[config.mk]
export PLATFORM = sky130hd
export DESIGN_NAME = fault_retry_ctrl
export DESIGN_NICKNAME = d
export VERILOG_FILES = /design/src/rtl/fault_retry_ctrl.sv
export SDC_FILE = /design/constraint.sdc
export NUM_CORES = 1
export LEC_CHECK = 0
export ABC_CLOCK_PERIOD_IN_PS = 2800
export BUFFER_PORTS_ARGS = -buffer_cell sky130_fd_sc_hd__clkbuf_2
export CAP_MARGIN = 10
export CORE_AREA = 2 2 39 41
export CTS_CLUSTER_SIZE = 30
export DETAILED_ROUTE_END_ITERATION = 7
export DIE_AREA = 0 0 41 43
export GPL_TIMING_DRIVEN = 0
export PLACE_DENSITY = 0.65
export SETUP_SLACK_MARGIN = 0.02
export SLEW_MARGIN = 20
export SYNTH_ARGS = -nofsm -noshare
export SYNTH_HDL_FRONTEND = slang
export SYNTH_SLANG_ARGS = --single-unit
[constraint.sdc]
create_clock -name clk -period 2.8 [get_ports clk]
set_input_delay 0.14 -clock clk [delete_from_list [all_inputs] [get_ports clk]]
set_output_delay 0.14 -clock clk [all_outputs]
set_load 0.005 [all_outputs]
[src/rtl/fault_retry_ctrl.sv]
module fault_retry_ctrl #(
  parameter int CW    = 2,
  parameter int LIMIT = 3
) (
  input  logic          clk,
  input  logic          por,
  input  logic          ov_out1,
  input  logic          oc_out1,
  input  logic          oc_out2,
  input  logic          uv_out3,
  input  logic          uv_out4,
  input  logic          ramp_high,
  input  logic          ramp_low,
  output logic          inhibit_123,
  output logic          latched_off,
  output logic          restart_req,
  output logic [CW-1:0] count_13,
  output logic [CW-1:0] count_2
);

  localparam logic [CW-1:0] TOP = CW'(LIMIT);

  logic          latch_q, inh_q;
  logic [CW-1:0] c13_q, c2_q;

  wire hard    = ov_out1 | uv_out4;
  wire soft_13 = oc_out1 | uv_out3;
  wire soft_2  = oc_out2;
  wire armed   = ~latch_q & ~inh_q;
  wire take    = armed & ~hard & (soft_13 | soft_2);
  wire clean   = armed & ramp_high & ~hard & ~soft_13 & ~soft_2;

  wire [CW-1:0] nxt_13 = (take && soft_13 && c13_q != TOP) ? c13_q + 1'b1 : c13_q;
  wire [CW-1:0] nxt_2  = (take && soft_2  && c2_q  != TOP) ? c2_q  + 1'b1 : c2_q;
  wire          hit    = (nxt_13 == TOP) || (nxt_2 == TOP);

  assign restart_req = inh_q & ~latch_q & ramp_low & ~hard;
  assign inhibit_123 = inh_q | latch_q;
  assign latched_off = latch_q;
  assign count_13    = c13_q;
  assign count_2     = c2_q;

  always_ff @(posedge clk) begin
    if (por) begin
      latch_q <= 1'b0;
      inh_q   <= 1'b0;
      c13_q   <= '0;
      c2_q    <= '0;
    end else if (!latch_q) begin
      if (hard || (take && hit)) latch_q <= 1'b1;
      if (take) begin
        inh_q <= 1'b1;
        c13_q <= nxt_13;
        c2_q  <= nxt_2;
      end else if (restart_req) begin
        inh_q <= 1'b0;
      end else if (clean) begin
        c13_q <= '0;
        c2_q  <= '0;
      end
    end
  end

  a_r1_ov_latches: assert property (@(posedge clk) disable iff (por)
    (ov_out1 && !latched_off) |=> (latched_off && inhibit_123));
  a_r2_uv4_latches: assert property (@(posedge clk) disable iff (por)
    (uv_out4 && !latched_off) |=> latched_off);
  a_r1_hard_keeps_counts: assert property (@(posedge clk) disable iff (por)
    (ov_out1 || uv_out4) |=> ($stable(count_13) && $stable(count_2)));
  a_r4_no_recount: assert property (@(posedge clk) disable iff (por)
    inhibit_123 |=> ($stable(count_13) && $stable(count_2)));
  a_r5_restart_releases: assert property (@(posedge clk) disable iff (por)
    restart_req |=> !inhibit_123);
  a_r8_latch_sticky: assert property (@(posedge clk) disable iff (por)
    latched_off |=> (latched_off && inhibit_123 && !restart_req));
  a_r6_limit_latches: assert property (@(posedge clk) disable iff (por)
    (count_13 == TOP || count_2 == TOP) |-> latched_off);

endmodule

==> results of run 1 <==
## sequential cells by signal (all words and copies together), names as in the netlist
| signal | cells |
|---|---|
| latched_off | 1 |
| inh_q | 1 |
| count_13 | 2 |
| count_2 | 2 |
## final cells by class
class                   count  area (um2)
inverters                   3       11.26
repair buffers             14       70.07
well taps                  16       20.02
flip-flops and latches      6       120.1
clock buffers               3       22.52
fillers                   152       843.3
multi-input cells          36       292.8
plain buffers               1       3.754
## worst max-delay path by stage
stage	endpoint	start	depth (start not counted)	slack (ps)
floorplan	latched_off	count_13[0]	4	1400
finish	restart_req	latched_off	3	1300
CTS	restart_req	latched_off	3	1300
global route	restart_req	latched_off	3	1220
detailed placement	latched_off	count_13[0]	4	1320
global placement	latched_off	count_13[0]	4	1350
## cells in the final DEF (no fill, tap or decap), drive strengths merged, types with 2 or more instances in the layout
| cell | synthesis | routed |
|---|---|---|
| a311oi | 2 | 2 |
| or2b | 2 | 2 |
| inv | 3 | 3 |
| nand2b | 3 | 3 |
| o21a | 2 | 2 |
| ha | 2 | 2 |
| nand3 | 2 | 2 |
| dfxtp | 6 | 6 |
| a31oi | 2 | 2 |
| o21ai | 2 | 2 |
| clkbuf | 0 | 17 |
| nand2 | 2 | 2 |
## routing by layer
| layer | global-route usage | vias up |
|---|---|---|
| li1 | - | 210 |
| met1 | 0.1433 | 181 |
| met2 | 0.1750 | 13 |
| met3 | 0.09424 | 0 |
| met4 | 0.02000 | 0 |
| met5 | 0 | - |
## cell families after synthesis
kind of cell	Yosys count
AOI/OAI and AO/OA	14
and+or+nand+nor	19
DFF	6
adders and majority gates	2
buffers and inverters	4
muxes	1
## per-stage QoR
| step | cells | setup WS [ps] | utilization | instance area, um2 |
|---|---|---|---|---|
| 2_1_floorplan | 46 | 1404 | - | 427.9 |
| 3_3_place_gp | 76 | 1346 | 0.3743 | 518.0 |
| 3_5_place_dp | 76 | 1324 | 0.3743 | 518.0 |
| 4_1_cts | 79 | 1304 | 0.3906 | 540.5 |
| 5_1_grt | 79 | 1221 | 0.3906 | 540.5 |
| 6_report | 79 | 1300 | 0.3906 | 540.5 |
## critical path: cells and delay by family (launching register included)
family	cells	cell delay, ps
flip-flops	1	340
AND/OR/NAND/NOR	2	670
buffers and inverters	1	110
## where the power goes
group	internal [mW]	total [mW]	switching, mW	leakage, nW
clock network	0.0486	0.0815	0.0329	0.0138
logic	0.0203	0.0392	0.0189	0.161
registers	0.0897	0.0951	0.00540	0.0490
==> run summary, run 1 <==
Arrival @ worst endpoint: 1360 ps
Initial Utilization: 0.3092
via/cell ratio: 5.114
gpl congestion: 0.6331
Rel. slew slack: 0.6727
critical path class: reg -> out
most common cell in the netlist: dfxtp_1
met2 wire len: 386 um
reg2reg path depth: 4
Synth Area in Compound Gates: 0.2690
# setup viols final: 0
Slew Limit Fails: 0
WL/cell: 10.71 um
R2R Setup Slk: 1330 ps
Pleak: 0.2243 nW
adder-cell share of the synthesized area: 0.05848
via count: 404
peak supply drop: 0.0002340 V
critical path launch point type: flip-flop
RR Endpoint: latched_off
Post-Synthesis Cells: 46
min Tclk post-route: 1500 ps
crit path cell chain: nor3_1 > and3_1 > clkbuf_2
FMAX: 666.5 MHz
largest cells by area after synthesis: dfxtp_1 (28%), ha_1 (5.8%), nor4_4 (5.0%)
Root Driver: clkbuf_4
die span in y: 43 um
Main synth FF type: dfxtp_1
wl on met1: 390 um
Synth Area in Simple Gates: 0.3304
Synth Area in XOR/XNOR: 0
clk sinks: 6
unrepaired setup endpoints after global routing: false
final hold violation count: 0
Ports: 16
Port-buffer cells: 14
first-pass GRT wire length: 1414 um
Tcrit/Tclk final: 0.5359
DRC viols: 0
Clk Latency, worst-skew pair: 250 ps
antenna cells: 0
die area: 1763 um2
main combinational cell family by area after synthesis: simple AND/OR/NAND/NOR gates
Die W: 41 um
Max stage delay on crit path: 450 ps
Post-synth EDFFs: 0
clock buffer depth: 2
# Max-Cap Violations: 0
min-delay src: ramp_low
status: finished clean
# Post-CTS Setup Buffers: 0
Total Power: 215.8 uW
initial antenna violation count: 0
Cell Rows: 14
Iter 0 DRT Violations: 3
vias in the first global route: 341
layout cells sized above 1: 0.3651
setup TNS: 0 ps
synthesized net count: 57
DR top layer: met3
core region area: 1384 um2
CTS tree: done
Total Wirelength: 846 um
CTS Hold Buffers Added: 0
ys async rst share: 0
Worst-path clk slew: 50 ps
post-synthesis mux area share: 0.02632
hold crit path type: in -> reg
Crit. End Element: output pin
Cell Area, Synth: 427.9 um2
CP max FO: 5
Yosys cell types: 30
slowest cell on the critical path: nor3_1
synth cell count leaders: dfxtp_1 (6), inv_1 (3), nand2b_1 (3)
Antenna Nets Post-Route: 0
power density over cell area: 399.2 nW/um2
WHS: 175.7 ps
Clock Skew: 3.559 ps
Seq/Total Area, Yosys: 0.2807
Worst EP required: 2660 ps
warnings from Yosys: 0
drt pass-1 iters: 3
synthesized flop and latch total: 6
Hold EP: inh_q
Least-Margin Pin Slew: 487.2 ps
syn avg cell area: 9.302 um2
Num CTS Buffers: 3
GRT Util Overall: 0.1220
most area-hungry cell type in the Yosys netlist: dfxtp_1
Area growth syn-to-layout: 26.32%
post-CTS sizing: 0
post-synth top area share: 0.2807
H-tree depth: 1
Reg-to-Reg Start: count_13[0]
total grt overflow: 0
largest net degree at the start of global routing: 10
hold depth: 3
met3 wire len: 70 um
DP HPWL: 674.5 um
NumNets Final: 76
(Power assumes the default switching activity.)
==> run 2: changes to the inputs <==
Settings changed: ABC_AREA set to 1, ABC_CLOCK_PERIOD_IN_PS 2800 to 1300, PLACE_DENSITY 0.65 to 0.69.
Clock period 2.8 ns to 1.3 ns, I/O delays scaled along.
==> run summary, run 2 <==
status: finished clean
hold crit path type: in -> reg
largest cells by area after synthesis: dfxtp_1 (27%), nand2_1 (13%), nand2_4 (7.6%)
initial antenna violation count: 0
hold depth: 2
RR Endpoint: latched_off
met2 wire len: 458 um
post-synthesis mux area share: 0
WL/cell: 9.131 um
NumNets Final: 96
FMAX: 832.6 MHz
post-synth top area share: 0.2689
Synth Area in Simple Gates: 0.4678
WHS: 61.79 ps
via count: 443
gpl congestion: 0.8147
final hold violation count: 0
largest net degree at the start of global routing: 7
Post-synth EDFFs: 0
# Max-Cap Violations: 0
Tcrit/Tclk final: 0.9239
min-delay src: por
via/cell ratio: 4.475
warnings from Yosys: 0
DRC viols: 0
Hold EP: count_13[0]
min Tclk post-route: 1201 ps
H-tree depth: 1
adder-cell share of the synthesized area: 0.05602
CP max FO: 5
clock power share: 0.363
die span in y: 43 um
syn avg cell area: 6.872 um2
vias in the first global route: 353
Iter 0 DRT Violations: 6
DP HPWL: 726.2 um
Arrival @ worst endpoint: 1330 ps
Cell Rows: 14
wl on met1: 395 um
layout cells sized above 1: 0.4699
setup TNS: 0 ps
R2R Setup Slk: 100 ps
DR top layer: met3
total grt overflow: 0
# Post-CTS Setup Buffers: 0
clock buffer depth: 2
Yosys cell types: 18
critical path launch point type: flip-flop
Slew Limit Fails: 0
# setup viols final: 0
core region area: 1384 um2
final core occ: 0.4186
most frequent cells in the layout: nand2_1 (16), clkbuf_2 (15), nor2_1 (6), inv_1 (6), a21oi_1 (5)
Num CTS Buffers: 3
Crit. End Element: flip-flop
antenna cells: 0
main combinational cell family by area after synthesis: simple AND/OR/NAND/NOR gates
GRT Util Overall: 0.1177
Pint: 337.9 uW
Fill cells: 148
met3 wire len: 51 um
Seq/Total Area, Yosys: 0.2689
clk sinks: 6
ys async rst share: 0
Area growth syn-to-layout: 29.69%
commonest non-fill, non-tap cell in the layout: nand2_1
Worst EP required: 1430 ps
Rel. slew slack: 0.8711
Synth Area in Compound Gates: 0.1036
peak supply drop: 0.0003818 V
synthesized net count: 76
most common cell in the netlist: nand2_1
power density over cell area: 813.7 nW/um2
Cell Area, Synth: 446.7 um2
Total Wirelength: 904 um
Port-buffer cells: 15
most area-hungry cell type in the Yosys netlist: dfxtp_1
Clk Latency, worst-skew pair: 240 ps
Initial Utilization: 0.3228
Antenna Nets Post-Route: 0
synthesized flop and latch total: 6
critical path class: reg -> reg
Reg-to-Reg Start: count_2[0]
die area: 1763 um2
Clock Skew: 4.175 ps
Synth Area in XOR/XNOR: 0
Die W: 41 um
Pleak: 0.2861 nW
drt pass-1 iters: 4
Comb power frac: 0.211
reg2reg path depth: 9
Sw Share: 0.2832
first-pass GRT wire length: 1345 um
Main synth FF type: dfxtp_1
sw power: 133.5 uW
Reg power frac: 0.426
unrepaired setup endpoints after global routing: false
synth cell count leaders: nand2_1 (16), nor2_1 (7), dfxtp_1 (6), inv_1 (6), a21oi_1 (5)
Ports: 16
CTS tree: done
Root Driver: clkbuf_4
Least-Margin Pin Slew: 191.4 ps
Total Power: 471.4 uW
Post-Synthesis Cells: 65
Worst-path clk slew: 50 ps
run 2: cell types whose count changed after synthesis, moves of 4 or more:
cell | previous run | this run
nor2_1 | 1 | 7
inv_2 | 0 | 4
nand2_1 | 2 | 16
a21oi_1 | 1 | 5
run 2: area by class of cell:
cell class | instances | area (um2) | area share
clock buffer | 3 | 22.52 | 0.03888
inverter | 11 | 46.29 | 0.07991
multi-input combinational | 48 | 292.8 | 0.5054
sequential | 6 | 122.6 | 0.2117
tap | 16 | 20.02 | 0.03456
timing repair buffer | 15 | 75.07 | 0.1296
run 2: stage by stage:
| step | std cells | instance area (um2) | worst slack, ps |
|---|---|---|---|
| 4_1_cts | 99 | 566.8 | 31.01 |
| 5_1_grt | 99 | 579.3 | 20.66 |
| 2_1_floorplan | 65 | 446.7 | 108.9 |
| 3_3_place_gp | 96 | 541.8 | 43.17 |
| 6_report | 99 | 579.3 | 98.96 |
| 3_5_place_dp | 96 | 541.8 | 5.689 |
run 2: cells by family after synthesis:
group,count (synthesis)
AOI/OAI and AO/OA,8
buffers and inverters,11
and+or+nand+nor,38
adders and majority gates,2
DFF,6
run 2: worst max path at each step:
stage                from     endpoint  cells past startpoint  slack (ps)
2_1_floorplan  count_2[0]  latched_off                      9         110
6_report       count_2[0]  latched_off                      9         100
3_3_place_gp   count_2[0]  latched_off                      9          40
5_1_grt        count_2[0]  latched_off                      9          20
3_5_place_dp   count_2[0]  latched_off                      9           6
4_1_cts        count_2[0]  latched_off                      9          30
run 2: layer usage:
layer  up-vias  track usage
li1        241            -
met1       193       0.1197
met2         9       0.1750
met3         0      0.07853
met4         0      0.06000
met5         -            0
run 2: timing repair:
action	in CTS	in global routing
hold endpoints to repair	0	0
setup endpoints to repair	1	1
pin swaps	0	2
gates resized for setup	1	5
hold buffers	0	0
run 2: worst max-delay path, stage by stage, from the launching register on:
cell	delay (ps)
dfxtp_1	340
ha_2	220
nor2_4	100
nand3_1	70
nand2_1	60
nand2_1	70
nand2_1	60
nand2_1	40
nor2_1	80
nor2_1	40
run 2: power by group through the flow:
stage | combinational [mW] | clock [mW] | sequential [mW]
floorplan | 0.0638 | 0 | 0.203
finish | 0.0995 | 0.171 | 0.201
detailed placement | 0.0973 | 0 | 0.204
CTS | 0.0984 | 0.182 | 0.200
global route | 0.111 | 0.194 | 0.202
global placement | 0.0956 | 0 | 0.203
==> run 3: changes to the inputs <==
Settings changed: ABC_AREA 1 to unset, GPL_TIMING_DRIVEN 0 to unset, PLACE_DENSITY 0.69 to 0.67.
==> run summary, run 3 (synthesis gave the netlist of run 1 again) <==
Iter 0 DRT Violations: 9
critical path launch point type: flip-flop
Arrival @ worst endpoint: 1460 ps
Total Wirelength: 1005 um
Worst EP required: 1460 ps
non-filler instance count after layout: 86
drt pass-1 iters: 4
Port-buffer cells: 15
power density over cell area: 762.0 nW/um2
most frequent cells in the layout: clkbuf_2 (15), buf_4 (7), dfxtp_1 (5)
slowest cell on the critical path: dfxtp_2
CP max FO: 2
Crit. End Element: flip-flop
WL/cell: 11.69 um
Num CTS Buffers: 3
placed cell areas: 585.6 um2
unrepaired setup endpoints after global routing: true
Tcrit/Tclk final: 0.9987
status: finished clean
Max stage delay on crit path: 310 ps
Rel. slew slack: 0.7495
placed cells: 83
first-pass GRT wire length: 1628 um
Ports: 16
die span in y: 43 um
clk sinks: 6
NumNets Final: 83
critical path class: reg -> reg
clock buffer depth: 2
Area growth syn-to-layout: 49.42%
Root Driver: clkbuf_4
hold crit path type: in -> reg
Cell Rows: 14
Initial Utilization: 0.3092
Worst-path clk slew: 50 ps
layout cells sized above 1: 0.5714
# Post-CTS Setup Buffers: 0
fin area: 639.4 um2
Die W: 41 um
Antenna Nets Post-Route: 0
Least-Margin Pin Slew: 373.0 ps
Slew Limit Fails: 0
Clk Latency, worst-skew pair: 240 ps
die area: 1763 um2
min Tclk post-route: 1298 ps
Clock Skew: 4.529 ps
largest net degree at the start of global routing: 10
vias in the first global route: 415
antenna cells: 0
gpl congestion: 0.6238
Total Power: 487.2 uW
DP HPWL: 808.2 um
GRT Util Overall: 0.1386
DRC viols: 0
final core occ: 0.4620
peak supply drop: 0.0004482 V
R2R Setup Slk: 2 ps
final hold violation count: 0
total grt overflow: 0
FMAX: 770.2 MHz
commonest non-fill, non-tap cell in the layout: clkbuf_2
# Max-Cap Violations: 0
H-tree depth: 1
core region area: 1384 um2
initial antenna violation count: 0
CTS tree: done
# setup viols final: 0
Pleak: 0.2732 nW
via count: 436
crit path cell chain: ha_2 > o21ba_4 > mux2_4 > a311oi_2
via/cell ratio: 5.070
-- run 3: cell count changes in the layout (fill, tap and decap cells not counted), sizes merged, moves of 2 or more --
cell / change
nand2b: +3
a31oi: +2
o21a: +2
or2b: +2
nand3: -2
buf: +7
a21oi: -4
nand2: -20
a311oi: +2
nor2: -10
inv: -7
-- run 3: path summary, 6_finish.rpt --
check              startpoint     endpoint  cells past startpoint
setup / recovery  count_13[0]  latched_off                      4
hold / removal       ramp_low        inh_q                      3
setup reg to reg  count_13[0]  latched_off                      4
hold reg to reg    count_2[0]   count_2[0]                      2
-- run 3: report_power, final --
group	switching, mW	total [mW]	internal, mW
logic	0.0521	0.113	0.0609
registers	0.00883	0.202	0.194
clock network	0.0673	0.172	0.104
total	0.128	0.487	0.359
-- run 3: metal layers --
layer  part of all wire  track usage  vias to the layer above
met5                  0            0                        -
met2               0.49       0.2313                       12
met1               0.45       0.1383                      201
li1                   -            -                      223
met3              0.056      0.06283                        0
met4                  0      0.06000                        0
-- run 3: cell type report --
type / count / area, um2
fillers: 161 / 744.5
multi-input cells: 36 / 336.6
repair buffers: 22 / 127.6
flip-flops and latches: 6 / 121.4
clock buffers: 3 / 22.52
well taps: 16 / 20.02
inverters: 3 / 11.26
-- run 3: worst max-delay path, delay by kind of cell, from the launching register on --
kind                       cells  cell delay [ps]
muxes                          1              290
adders and majority gates      1              170
DFF                            1              310
AOI/OAI and AO/OA              2              440
-- run 3: metrics by stage --
step | setup slack (ps) | setup TNS (ps) | hold WS [ps]
final | 1.645 | 0 | 103.9
after CTS | 16.83 | 0 | 94.54
after detailed placement | -13.63 | -13.63 | 356.9
after global placement | 14.53 | 0 | 353.8
after global routing | -67.46 | -108.9 | 108.1
after floorplan | -25.87 | -25.87 | 248.8
-- run 3: repair_timing --
item / in CTS / in global routing
hold endpoints to repair: 0 / 0
cloned: 0 / 0
hold buffers: 0 / 0
endpoints found under the setup margin: 2 / 5
gates resized for setup: 1 / 6
pin swaps: 1 / 2
